[src/rtl/audio_tx_pkg.sv]
package audio_tx_pkg;

  typedef enum logic [1:0] {
    SRC_FRESH  = 2'd0,
    SRC_REPEAT = 2'd1,
    SRC_MUTE   = 2'd2
  } src_e;

  // Lost lock outranks the error flag; both matter only with repeat enabled.
  function automatic src_e pick_source(input logic rep, input logic err, input logic lock);
    if (rep && !lock) return SRC_MUTE;
    if (rep && err) return SRC_REPEAT;
    return SRC_FRESH;
  endfunction

endpackage

[src/rtl/atx_master_clk.sv]
module atx_master_clk #(
  parameter int DIV    = 4,
  parameter int SLOT_W = 32
) (
  input  logic clk,
  input  logic rst_n,
  input  logic en,
  input  logic fall_launch,
  output logic bclk,
  output logic fsync,
  output logic launch,
  output logic slot_start,
  output logic slot_right
);
  localparam int CW   = (DIV > 2) ? $clog2(DIV) : 1;
  localparam int HALF = DIV / 2;
  localparam int PW   = $clog2(2 * SLOT_W);

  logic [CW-1:0] cnt, cnt_n;
  logic [PW-1:0] pos, pos_n;
  logic          bclk_r, fs_r;

  always_comb begin
    cnt_n      = (cnt == CW'(DIV - 1)) ? '0 : cnt + 1'b1;
    pos_n      = pos + 1'b1;
    launch     = en && (cnt == (fall_launch ? CW'(DIV - 1) : CW'(HALF - 1)));
    slot_start = launch && (pos_n[PW-2:0] == '0);
    slot_right = pos_n[PW-1];
  end

  always_ff @(posedge clk or negedge rst_n) begin
    if (!rst_n) begin
      cnt    <= '0;
      pos    <= '1;
      bclk_r <= 1'b0;
      fs_r   <= 1'b0;
    end else if (!en) begin
      cnt    <= '0;
      pos    <= '1;
      bclk_r <= 1'b0;
      fs_r   <= 1'b0;
    end else begin
      cnt    <= cnt_n;
      bclk_r <= (cnt_n >= CW'(HALF));
      if (launch) begin
        pos  <= pos_n;
        fs_r <= ~pos_n[PW-1];
      end
    end
  end

  assign bclk  = bclk_r;
  assign fsync = fs_r;

  AST_FS_ON_LAUNCH: assert property (@(posedge clk) disable iff (!rst_n || !en)
    !$stable(fs_r) |-> $past(launch));
  AST_BCLK_HIGH_TWO: assert property (@(posedge clk) disable iff (!rst_n || !en)
    $rose(bclk_r) |=> bclk_r);

endmodule

[src/rtl/atx_slave_sync.sv]
module atx_slave_sync #(
  parameter int STAGES = 2
) (
  input  logic clk,
  input  logic rst_n,
  input  logic en,
  input  logic fall_launch,
  input  logic bclk_in,
  input  logic fsync_in,
  output logic launch,
  output logic slot_start,
  output logic slot_right
);
  logic [STAGES-1:0] b_sync, f_sync;
  logic              b_now, b_old, f_now, f_seen;

  always_ff @(posedge clk or negedge rst_n) begin
    if (!rst_n) begin
      b_sync <= '0;
      f_sync <= '0;
      b_old  <= 1'b0;
    end else begin
      b_sync <= {b_sync[STAGES-2:0], bclk_in};
      f_sync <= {f_sync[STAGES-2:0], fsync_in};
      b_old  <= b_now;
    end
  end

  assign b_now = b_sync[STAGES-1];
  assign f_now = f_sync[STAGES-1];

  always_comb begin
    launch     = en && (b_now != b_old) && (b_now == ~fall_launch);
    slot_start = launch && (f_now != f_seen);
    slot_right = ~f_now;
  end

  always_ff @(posedge clk or negedge rst_n) begin
    if (!rst_n)      f_seen <= 1'b0;
    else if (!en)    f_seen <= 1'b0;
    else if (launch) f_seen <= f_now;
  end

  AST_SLAVE_LAUNCH_EDGE: assert property (@(posedge clk) disable iff (!rst_n || !en)
    launch |-> (b_sync[STAGES-1] != $past(b_sync[STAGES-1])));

endmodule

[src/rtl/atx_word_sel.sv]
module atx_word_sel
  import audio_tx_pkg::*;
#(
  parameter int W = 24
) (
  input  logic         clk,
  input  logic         rst_n,
  input  logic         run,
  input  logic [W-1:0] in_data,
  input  logic         in_valid,
  input  logic         in_right,
  input  logic         slot_start,
  input  logic         slot_right,
  input  logic         rep,
  input  logic         err,
  input  logic         locked,
  output logic [W-1:0] word
);
  logic [W-1:0] stage_q [2];
  logic [W-1:0] last_q  [2];
  src_e         src;

  always_comb begin
    src = pick_source(rep, err, locked);
    unique case (src)
      SRC_MUTE:   word = '0;
      SRC_REPEAT: word = last_q[slot_right];
      default:    word = stage_q[slot_right];
    endcase
  end

  always_ff @(posedge clk or negedge rst_n) begin
    if (!rst_n) begin
      stage_q[0] <= '0;
      stage_q[1] <= '0;
    end else if (in_valid) begin
      stage_q[in_right] <= in_data;
    end
  end

  always_ff @(posedge clk or negedge rst_n) begin
    if (!rst_n) begin
      last_q[0] <= '0;
      last_q[1] <= '0;
    end else if (!run) begin
      last_q[0] <= '0;
      last_q[1] <= '0;
    end else if (slot_start) begin
      last_q[slot_right] <= word;
    end
  end

  AST_REPEAT_LEFT: assert property (@(posedge clk) disable iff (!rst_n)
    run && slot_start && !slot_right && rep && err && locked |=> $stable(last_q[0]));
  AST_REPEAT_RIGHT: assert property (@(posedge clk) disable iff (!rst_n)
    run && slot_start && slot_right && rep && err && locked |=> $stable(last_q[1]));
  AST_FRESH_LEFT: assert property (@(posedge clk) disable iff (!rst_n)
    run && slot_start && !slot_right && !rep && !in_valid |=> last_q[0] == stage_q[0]);

endmodule

[src/rtl/atx_shifter.sv]
module atx_shifter #(
  parameter int W      = 24,
  parameter int SLOT_W = 32
) (
  input  logic         clk,
  input  logic         rst_n,
  input  logic         run,
  input  logic         launch,
  input  logic         slot_start,
  input  logic [W-1:0] word,
  output logic         sdata
);
  logic [SLOT_W-1:0] shreg, loaded;

  generate
    if (SLOT_W > W) begin : g_pad
      assign loaded = {word, {(SLOT_W - W){1'b0}}};
    end else begin : g_full
      assign loaded = word[W-1 -: SLOT_W];
    end
  endgenerate

  always_ff @(posedge clk or negedge rst_n) begin
    if (!rst_n)          shreg <= '0;
    else if (!run)       shreg <= '0;
    else if (slot_start) shreg <= loaded;
    else if (launch)     shreg <= {shreg[SLOT_W-2:0], 1'b0};
  end

  assign sdata = shreg[SLOT_W-1];

  AST_QUIET_BETWEEN: assert property (@(posedge clk) disable iff (!rst_n || !run)
    !launch |=> $stable(sdata));

endmodule

[src/rtl/audio_serial_tx.sv]
module audio_serial_tx #(
  parameter int SAMPLE_W    = 24,
  parameter int SLOT_W      = 32,
  parameter int MCLK_DIV    = 4,
  parameter int SYNC_STAGES = 2
) (
  input  logic                clk,
  input  logic                rst_n,
  input  logic                run,
  input  logic                master,
  input  logic                fall_launch,
  input  logic                repeat_on_err,
  input  logic [SAMPLE_W-1:0] in_data,
  input  logic                in_valid,
  input  logic                in_right,
  input  logic                err_flag,
  input  logic                locked,
  input  logic                bclk_in,
  input  logic                fsync_in,
  output logic                bclk_out,
  output logic                bclk_oe,
  output logic                fsync_out,
  output logic                fsync_oe,
  output logic                sdata
);
  logic master_en, slave_en;
  logic m_launch, m_start, m_right;
  logic s_launch, s_start, s_right;
  logic launch, slot_start, slot_right;
  logic [SAMPLE_W-1:0] word;

  assign master_en = run & master;
  assign slave_en  = run & ~master;

  atx_master_clk #(.DIV(MCLK_DIV), .SLOT_W(SLOT_W)) u_mclk (
    .clk(clk), .rst_n(rst_n), .en(master_en), .fall_launch(fall_launch),
    .bclk(bclk_out), .fsync(fsync_out), .launch(m_launch),
    .slot_start(m_start), .slot_right(m_right)
  );

  atx_slave_sync #(.STAGES(SYNC_STAGES)) u_sync (
    .clk(clk), .rst_n(rst_n), .en(slave_en), .fall_launch(fall_launch),
    .bclk_in(bclk_in), .fsync_in(fsync_in), .launch(s_launch),
    .slot_start(s_start), .slot_right(s_right)
  );

  always_comb begin
    launch     = master ? m_launch : s_launch;
    slot_start = master ? m_start  : s_start;
    slot_right = master ? m_right  : s_right;
  end

  atx_word_sel #(.W(SAMPLE_W)) u_sel (
    .clk(clk), .rst_n(rst_n), .run(run), .in_data(in_data), .in_valid(in_valid),
    .in_right(in_right), .slot_start(slot_start), .slot_right(slot_right),
    .rep(repeat_on_err), .err(err_flag), .locked(locked), .word(word)
  );

  atx_shifter #(.W(SAMPLE_W), .SLOT_W(SLOT_W)) u_shift (
    .clk(clk), .rst_n(rst_n), .run(run), .launch(launch),
    .slot_start(slot_start), .word(word), .sdata(sdata)
  );

  assign bclk_oe  = master_en;
  assign fsync_oe = master_en;

  AST_IDLE_QUIET: assert property (@(posedge clk) disable iff (!rst_n)
    !run |=> (!sdata && !bclk_out && !fsync_out));
  AST_MUTE_UNLOCKED: assert property (@(posedge clk) disable iff (!rst_n)
    run && slot_start && repeat_on_err && !locked |=> !sdata);
  AST_LAUNCH_EDGE: assert property (@(posedge clk) disable iff (!rst_n || !run || !master)
    !$stable(sdata) |-> (fall_launch ? $fell(bclk_out) : $rose(bclk_out)));

endmodule

[config.mk]
export PLATFORM = sky130hd
export DESIGN_NAME = audio_serial_tx
export DESIGN_NICKNAME = d
export VERILOG_FILES = /design/src/rtl/audio_tx_pkg.sv /design/src/rtl/atx_master_clk.sv /design/src/rtl/atx_slave_sync.sv /design/src/rtl/atx_word_sel.sv /design/src/rtl/atx_shifter.sv /design/src/rtl/audio_serial_tx.sv
export SDC_FILE = /design/constraint.sdc
export NUM_CORES = 1
export LEC_CHECK = 0
export CORE_MARGIN = 3
export CORE_UTILIZATION = 49
export CTS_BUF_LIST = sky130_fd_sc_hd__clkbuf_16
export CTS_CLUSTER_SIZE = 24
export DETAILED_ROUTE_END_ITERATION = 7
export HOLD_SLACK_MARGIN = 0.03
export PLACE_DENSITY_LB_ADDON = 0.25
export SLEW_MARGIN = 5
export SYNTH_ARGS = -nofsm -noshare
export SYNTH_HDL_FRONTEND = slang
export SYNTH_HIERARCHICAL = 1
export SYNTH_SLANG_ARGS = --single-unit
[constraint.sdc]
create_clock -name clk -period 5.4 [get_ports clk]
set_input_delay 0.81 -clock clk [delete_from_list [all_inputs] [get_ports clk]]
set_output_delay 0.81 -clock clk [all_outputs]
set_load 0.1 [all_outputs]
; ---- Word level (Yosys, flattened, before mapping)
; Index checks and enable logic that the tools add are counted.
[totals]
ff_bits = 144
inputBits = 36
word_cells = 88
[op_classes]
n_addsub = 2
magnitude_cmp = 5
eq_ne = 11
mux = 38
bitwise_logic = 8
n_reduce_logical = 11
[ops]
columns = op, count
row1 = $mux W24, 8
row2 = $bwmux W48, 2
row3 = $mux W32, 3
row4 = $mux W48, 2
row5 = $demux W24 S1, 2
row6 = $pmux W24 S2, 1
row7 = $mux W2, 7
row8 = $mux W6, 2
row9 = $mux W1, 11
row10 = $logic_and A1 B1 Y1, 9
row11 = $add A6 B1 Y6 const B, 1
row12 = $ge A2 B2 Y1 const B, 3
row13 = $logic_not A5 Y1, 1
row14 = $eq A2 B2 Y1 const B, 2
row15 = $lt A2 B1 Y1 const B, 2
row16 = $ne A2 B2 Y1 const B, 2
row17 = $not A1 Y1, 4
row18 = $not A1 Y2, 2
row19 = $ne A3 B1 Y1 const B, 1
row20 = $add A2 B1 Y2 const B, 1
row21 = $and A1 B1 Y1, 2
row22 = $eq A2 B1 Y1 const B, 1
row23 = $eq A2 B2 Y1, 1
row24 = $ne A1 B1 Y1, 2
row25 = 3 further kinds, 3

; ---- Depth between registers and ports, before layout
[depth]
depth_word = 11
mapped_depth = 11
ltp_nobuf = 9

; ---- Cells and area by module
; Netlist, hierarchy kept.
[modules_own_cells]
columns = mod, instances, cells_each, area_per_inst_um2, seq_area_each_um2
row1 = atx_word_sel, 1, 326, 4429.2, 2402.3
row2 = atx_shifter, 1, 106, 1392.6, 600.6
row3 = atx_master_clk, 1, 54, 539.3, 232.7
row4 = atx_slave_sync, 1, 19, 242.7, 150.1
row5 = audio_serial_tx, 1, 6, 57.6, 0.0

; ---- Worst setup path before layout
; No wires, ideal clock.
[synth_path]
path_type = input -> register
start = in run
end = reg u_shift.shreg[8]
setup_ps = 78
arrival_ps = 2784
t_required_ps = 5322
setup_slack_ps = 2538
cell_stages = 9
path_cell_list = and2_2 > clkbuf_1 > and3_1 > o211a_1 > mux2_2 > buf_4 > clkbuf_1 > nand2_1 > a21boi_1
[synth_between]
word_cells_on_any_way = 12
cone_classes = eq/ne (1) / mux (4) / bitwise (2) / reduce/logical (5)
[synth_lines]
columns = item, line_no
row1 = "start, declared", audio_serial_tx.sv:9  ; input logic run,
row2 = $and A1 B1 Y1 *, audio_serial_tx.sv:32  ; assign master_en = run & master;
row3 = $logic_and A1 B1 Y1 *, atx_master_clk.sv:26  ; launch = en && (cnt == (fall_launch ? CW'(DIV - 1) : CW'(HALF - 1)));
row4 = net m_launch, audio_serial_tx.sv:27  ; logic m_launch, m_start, m_right;
row5 = $logic_and A1 B1 Y1 *, atx_master_clk.sv:27  ; slot_start = launch && (pos_n[PW-2:0] == '0);
row6 = net m_start, audio_serial_tx.sv:27
row7 = $mux W1 *, audio_serial_tx.sv:49  ; slot_start = master ? m_start : s_start;
row8 = net slot_start, audio_serial_tx.sv:29  ; logic launch, slot_start, slot_right;
row9 = $mux W32, atx_shifter.sv:26  ; else if (slot_start) shreg <= loaded;
row10 = $mux W32, atx_shifter.sv:25  ; else if (!run) shreg <= '0;
row11 = "end signal, assigned", atx_shifter.sv:26
row12 = "end signal, assigned", atx_shifter.sv:27  ; else if (launch) shreg <= {shreg[SLOT_W-2:0], 1'b0};
row13 = "end, declared", atx_shifter.sv:13  ; logic [SLOT_W-1:0] shreg, loaded;
; The timed path passes the listed nets; every way through them passes the cells marked *.
; A chain may end at the register's enable or synchronous reset.

; ---- Final worst setup path
[layout_path]
start = reg u_mclk.pos[0]
end = reg u_shift.shreg[17]
[layout_between]
elab_chain_len = 9
word_cells_on_any_way = 16
cone_classes = add/sub (1) / eq/ne (1) / mux (11) / bitwise (1) / reduce/logical (2)
[layout_rtl]
columns = item, line_no
row1 = "start, declared", atx_master_clk.sv:20  ; logic [PW-1:0] pos, pos_n;
row2 = "start signal, assigned", atx_master_clk.sv:46  ; pos <= pos_n;
row3 = $add A6 B1 Y6 *, atx_master_clk.sv:25  ; pos_n = pos + 1'b1;
row4 = net m_right, audio_serial_tx.sv:27
row5 = $mux W1 *, audio_serial_tx.sv:50  ; slot_right = master ? m_right : s_right;
row6 = net slot_right, audio_serial_tx.sv:29
row7 = $not A1 Y2 (not written as such) *, "atx_word_sel.sv:27, atx_word_sel.sv:28"
row8 = $mux W24 (on tied branches) (3 in series), "atx_word_sel.sv:28, atx_word_sel.sv:27"
row9 = $pmux W24 S2 *, atx_word_sel.sv:25  ; unique case (src)
row10 = net word[9], audio_serial_tx.sv:30  ; logic [SAMPLE_W-1:0] word;
row11 = $mux W32 *, atx_shifter.sv:26
row12 = $mux W32 *, atx_shifter.sv:25
; The timed path passes the listed nets; every way through them passes the cells marked *. The select of a mux whose other input is x is not followed.

==> run_summary.xml <==
<?xml version="1.0" encoding="UTF-8"?>
<metrics>
  <group name="finish">
    <metric name="finalCoreUtilization" unit="%">59.2</metric>
    <metric name="antennaDiodeCount" unit="">0</metric>
    <metric name="num-fill-cells" unit="">1078</metric>
    <metric name="drive_gt1_share" unit="%">16.9</metric>
    <metric name="nNetsFinal" unit="">578</metric>
    <metric name="final_instance_count_without_filler_cells" unit="">723</metric>
    <metric name="areaGrowthSynthToFinish" unit="%">14.9</metric>
    <metric name="multi_input_area" unit="sq um">2990</metric>
    <metric name="layout.area.seq" unit="sq um">3390</metric>
  </group>
  <group name="critical_path">
    <metric name="crit_required" unit="ns">5.70</metric>
    <metric name="r2r-end" unit="">u_shift/shreg[17]$_DFFE_PN0P_</metric>
    <metric name="crit_type" unit="">reg -&gt; reg</metric>
    <metric name="critPathMaxFanout" unit="">21</metric>
    <metric name="worst_setup_path_start_kind" unit="">register</metric>
    <metric name="worst_setup_path_end_kind" unit="">register</metric>
    <metric name="worst_ep_arrival_time" unit="ns">3.60</metric>
    <metric name="worst-r2r-cell-count" unit="">10</metric>
    <metric name="r2r-start" unit="">u_mclk/pos[0]$_DFFE_PN1P_</metric>
    <metric name="rrSetupSlack" unit="ns">2.09</metric>
  </group>
  <group name="synthesis">
    <metric name="synth.yosys.seq_area_share" unit="%">50.8</metric>
    <metric name="synth_top_flop_cell" unit="">dfrtp_1</metric>
    <metric name="post_synthesis_cell_area" unit="sq um">6660</metric>
    <metric name="synth.cells.most_frequent" unit="">dfrtp_1, a22o_1, mux2i_1, mux2_1</metric>
    <metric name="synth.top_cells.by_area" unit="">dfrtp_1, mux2i_1, mux2_1</metric>
    <metric name="synthDominantCellAreaShare" unit="%">48.5</metric>
    <metric name="register_bit_total_from_synthesis" unit="">135</metric>
    <metric name="synthesis.instances" unit="">511</metric>
    <metric name="synthMostInstantiatedCell" unit="">dfrtp_1</metric>
    <metric name="syn_area_per_cell" unit="sq um">13.0</metric>
    <metric name="synth_warnings" unit="">6</metric>
    <metric name="post_synth_edffs" unit="">0</metric>
    <metric name="syn-num-nets" unit="">550</metric>
    <metric name="postSynth.asyncResetShare" unit="%">100</metric>
    <metric name="most_area_hungry_cell_type_in_the_yosys_netlist" unit="">dfrtp_1</metric>
    <metric name="number_of_different_library_cells_in_the_post_synthesis_netlist" unit="">53</metric>
  </group>
  <group name="route">
    <metric name="drt_wl_total" unit="um">12900</metric>
    <metric name="drt-initial-drc-count" unit="">318</metric>
    <metric name="detailroute.via_count" unit="">4151</metric>
    <metric name="final_antenna_net_count" unit="">0</metric>
    <metric name="dr.pass1.iters" unit="">4</metric>
    <metric name="route.detailed.wl_per_inst" unit="um">17.9</metric>
    <metric name="drc" unit="">0</metric>
    <metric name="vias_per_cell" unit="">5.74</metric>
  </group>
  <group name="clock_network">
    <metric name="post_cts_buffers" unit="">0</metric>
    <metric name="numClockSinks" unit="">135</metric>
    <metric name="holdBufCountCts" unit="">0</metric>
    <metric name="insertion_delay" unit="ns">0.41</metric>
    <metric name="cts.htree.levels" unit="">4</metric>
    <metric name="cts_made_buffers" unit="">17</metric>
    <metric name="ctsRootBufferMaster" unit="">clkbuf_16</metric>
    <metric name="clock_tree_from_tritoncts" unit="">yes</metric>
    <metric name="cts_resized" unit="">0</metric>
    <metric name="cts.path.max_buffers" unit="">2</metric>
    <metric name="worst_setup_hold_path_clk_slew" unit="ns">0.06</metric>
  </group>
  <group name="timing">
    <metric name="report.final.setup_viol" unit="">0</metric>
    <metric name="whs" unit="ns">0.345</metric>
    <metric name="max-slew-margin-rel" unit="%">26.7</metric>
    <metric name="transition_time_at_the_pin_with_the_least_slew_margin" unit="ns">1.10</metric>
    <metric name="period_minus_slack" unit="ns">3.31</metric>
    <metric name="clock.fmax" unit="MHz">302</metric>
    <metric name="hold_viol_final" unit="">0</metric>
    <metric name="setup_repair_after_global_routing_missed_its_margin" unit="">no</metric>
    <metric name="finalCritPeriodShare" unit="%">61.3</metric>
    <metric name="slew_violations" unit="">0</metric>
    <metric name="setup_tns" unit="ns">0</metric>
    <metric name="timing.clock.skew" unit="ns">0.00676</metric>
  </group>
  <group name="worst_hold_path">
    <metric name="hold_class" unit="">reg -&gt; reg</metric>
    <metric name="min-delay-start" unit="">u_sync/f_sync[0]$_DFF_PN0_</metric>
    <metric name="whs_path_depth" unit="">0</metric>
    <metric name="min_delay_worst_endpoint" unit="">u_sync/f_sync[1]$_DFF_PN0_</metric>
  </group>
  <group name="die">
    <metric name="dieHeight" unit="um">123</metric>
    <metric name="floorplan.die_area" unit="sq um">15000</metric>
    <metric name="fp-row-count" unit="">41</metric>
    <metric name="floorplan.initialDensity" unit="%">51.5</metric>
    <metric name="die-width" unit="um">123</metric>
    <metric name="ios" unit="">41</metric>
    <metric name="core-area" unit="sq um">12900</metric>
  </group>
  <group name="grt">
    <metric name="antenna_found_initial" unit="">0</metric>
    <metric name="vias_in_the_first_global_route" unit="">4313</metric>
    <metric name="first_pass_grt_wire_length" unit="um">21600</metric>
    <metric name="grt_max_degree" unit="">67</metric>
    <metric name="grt_util_all_layers" unit="%">18.4</metric>
    <metric name="globalRouteOverflowTotal" unit="">0</metric>
  </group>
  <group name="placement">
    <metric name="placed_cells" unit="">692</metric>
    <metric name="globalplace.congestion" unit="">0.788</metric>
    <metric name="port-buffer-count" unit="">40</metric>
    <metric name="place.detailed.hpwl" unit="um">8300</metric>
  </group>
  <group name="run_status">
    <metric name="status" unit="">completed</metric>
  </group>
  <group name="pwr">
    <metric name="static_leak" unit="uW">0.00358</metric>
    <metric name="totalPowerFinal" unit="uW">2560</metric>
    <metric name="power_density" unit="nW/um^2">335</metric>
    <metric name="worst_ir_drop_vdd" unit="mV">0.289</metric>
  </group>
  <group name="run">
    <metric name="max_cap_violations" unit="">0</metric>
  </group>
</metrics>
critical path, stage by stage, from the launching register on:
cell,delay (ns)
dfstp_2,0.59
nand2_1,0.12
or3_1,0.39
nand2_1,0.09
mux2_2,0.53
buf_4,0.46
mux2i_1,0.29
a21oi_1,0.11
o21bai_1,0.28
nand2b_1,0.18
o211a_1,0.14
layer usage:
layer,track usage [%],share of wire [%],vias to the layer above
li1,-,-,1954
met1,25.4,47,2088
met2,28.6,47,101
met3,5.76,5.6,8
met4,4.41,0.59,0
met5,0,0,-
registers in the layout, summed over array words and instances (netlist names):
| signal | count |
|---|---|
| u_sync/f_seen | 1 |
| u_sync/b_old | 1 |
| u_mclk/cnt | 1 |
| u_sel/last_q | 48 |
| u_sync/f_sync | 2 |
| u_mclk/bclk | 1 |
| u_mclk/fsync | 1 |
| u_sync/b_sync | 2 |
| u_mclk/pos | 6 |
| u_shift/shreg | 24 |
| u_sel/stage_q | 48 |
final cells by class:
| cell class | instances | area share (%) |
|---|---|---|
| repair buffers | 49 | 6.01 |
| multi-input cells | 332 | 39.1 |
| inverters | 4 | 0.196 |
| well taps | 172 | 2.81 |
| flip-flops and latches | 135 | 44.2 |
| clock buffers | 17 | 5.56 |
| clock inverters | 14 | 2.09 |
stage by stage:
stage	cell area (sq um)	setup slack, ns
final	7660	2.09
after floorplan	6660	2.54
after global routing	7660	1.89
after CTS	7660	2.07
after detailed placement	7070	1.79
after global placement	7070	1.85
cells in the final DEF, fill, tap and decap left out, drive strengths merged, types with 2 or more instances in the layout:
cell type      instances
nand3                  7
buf                   12
nand2                  9
and2                   3
nor4                   2
nor2                   2
o211a                 24
ha                     3
clkdlybuf4s50         37
and2b                  2
bufinv                 3
nand2b                25
clkinvlp               3
o21bai                24
dfrtp                129
nand4                  2
a21boi                 2
xor2                   2
nor3b                  3
clkinv                 8
dfstp                  6
mux2                  75
o21ai                  6
a22o                  48
a31oi                  3
inv                    4
clkbuf                17
a21oi                 25
mux2i                 48
or3                    3
worst max path at each step:
stage,from,endpoint,depth (start not counted)
after floorplan,run,u_shift/shreg[8]$_DFFE_PN0P_,9
after global placement,run,u_shift/shreg[30]$_DFFE_PN0P_,7
after detailed placement,repeat_on_err,u_sel/last_q[39]$_DFFE_PN0P_,4
after CTS,u_mclk/pos[0]$_DFFE_PN1P_,u_shift/shreg[17]$_DFFE_PN0P_,10
after global routing,u_mclk/pos[1]$_DFFE_PN1P_,u_shift/shreg[17]$_DFFE_PN0P_,10
final,u_mclk/pos[0]$_DFFE_PN1P_,u_shift/shreg[17]$_DFFE_PN0P_,10
cell families after synthesis:
| family | after synthesis | synth area share, % |
|---|---|---|
| AOI/OAI and AO/OA | 137 | 16.5 |
| xor gates and xnor gates | 3 | 0.507 |
| adders and majority gates | 3 | 0.564 |
| buffers and inverters | 44 | 4.26 |
| DFF | 135 | 50.8 |
| muxes | 123 | 21.0 |
| and+or+nand+nor | 66 | 6.33 |
power breakdown:
| group | internal [uW] | total [uW] | leakage [uW] | switching [uW] |
|---|---|---|---|---|
| clock network | 717 | 1130 | 0.000277 | 417 |
| registers | 1080 | 1110 | 0.00174 | 33.9 |
| logic | 143 | 316 | 0.00156 | 173 |
| total | 1940 | 2560 | 0.00358 | 624 |
No activity file was read; power rests on OpenSTA's default activity.
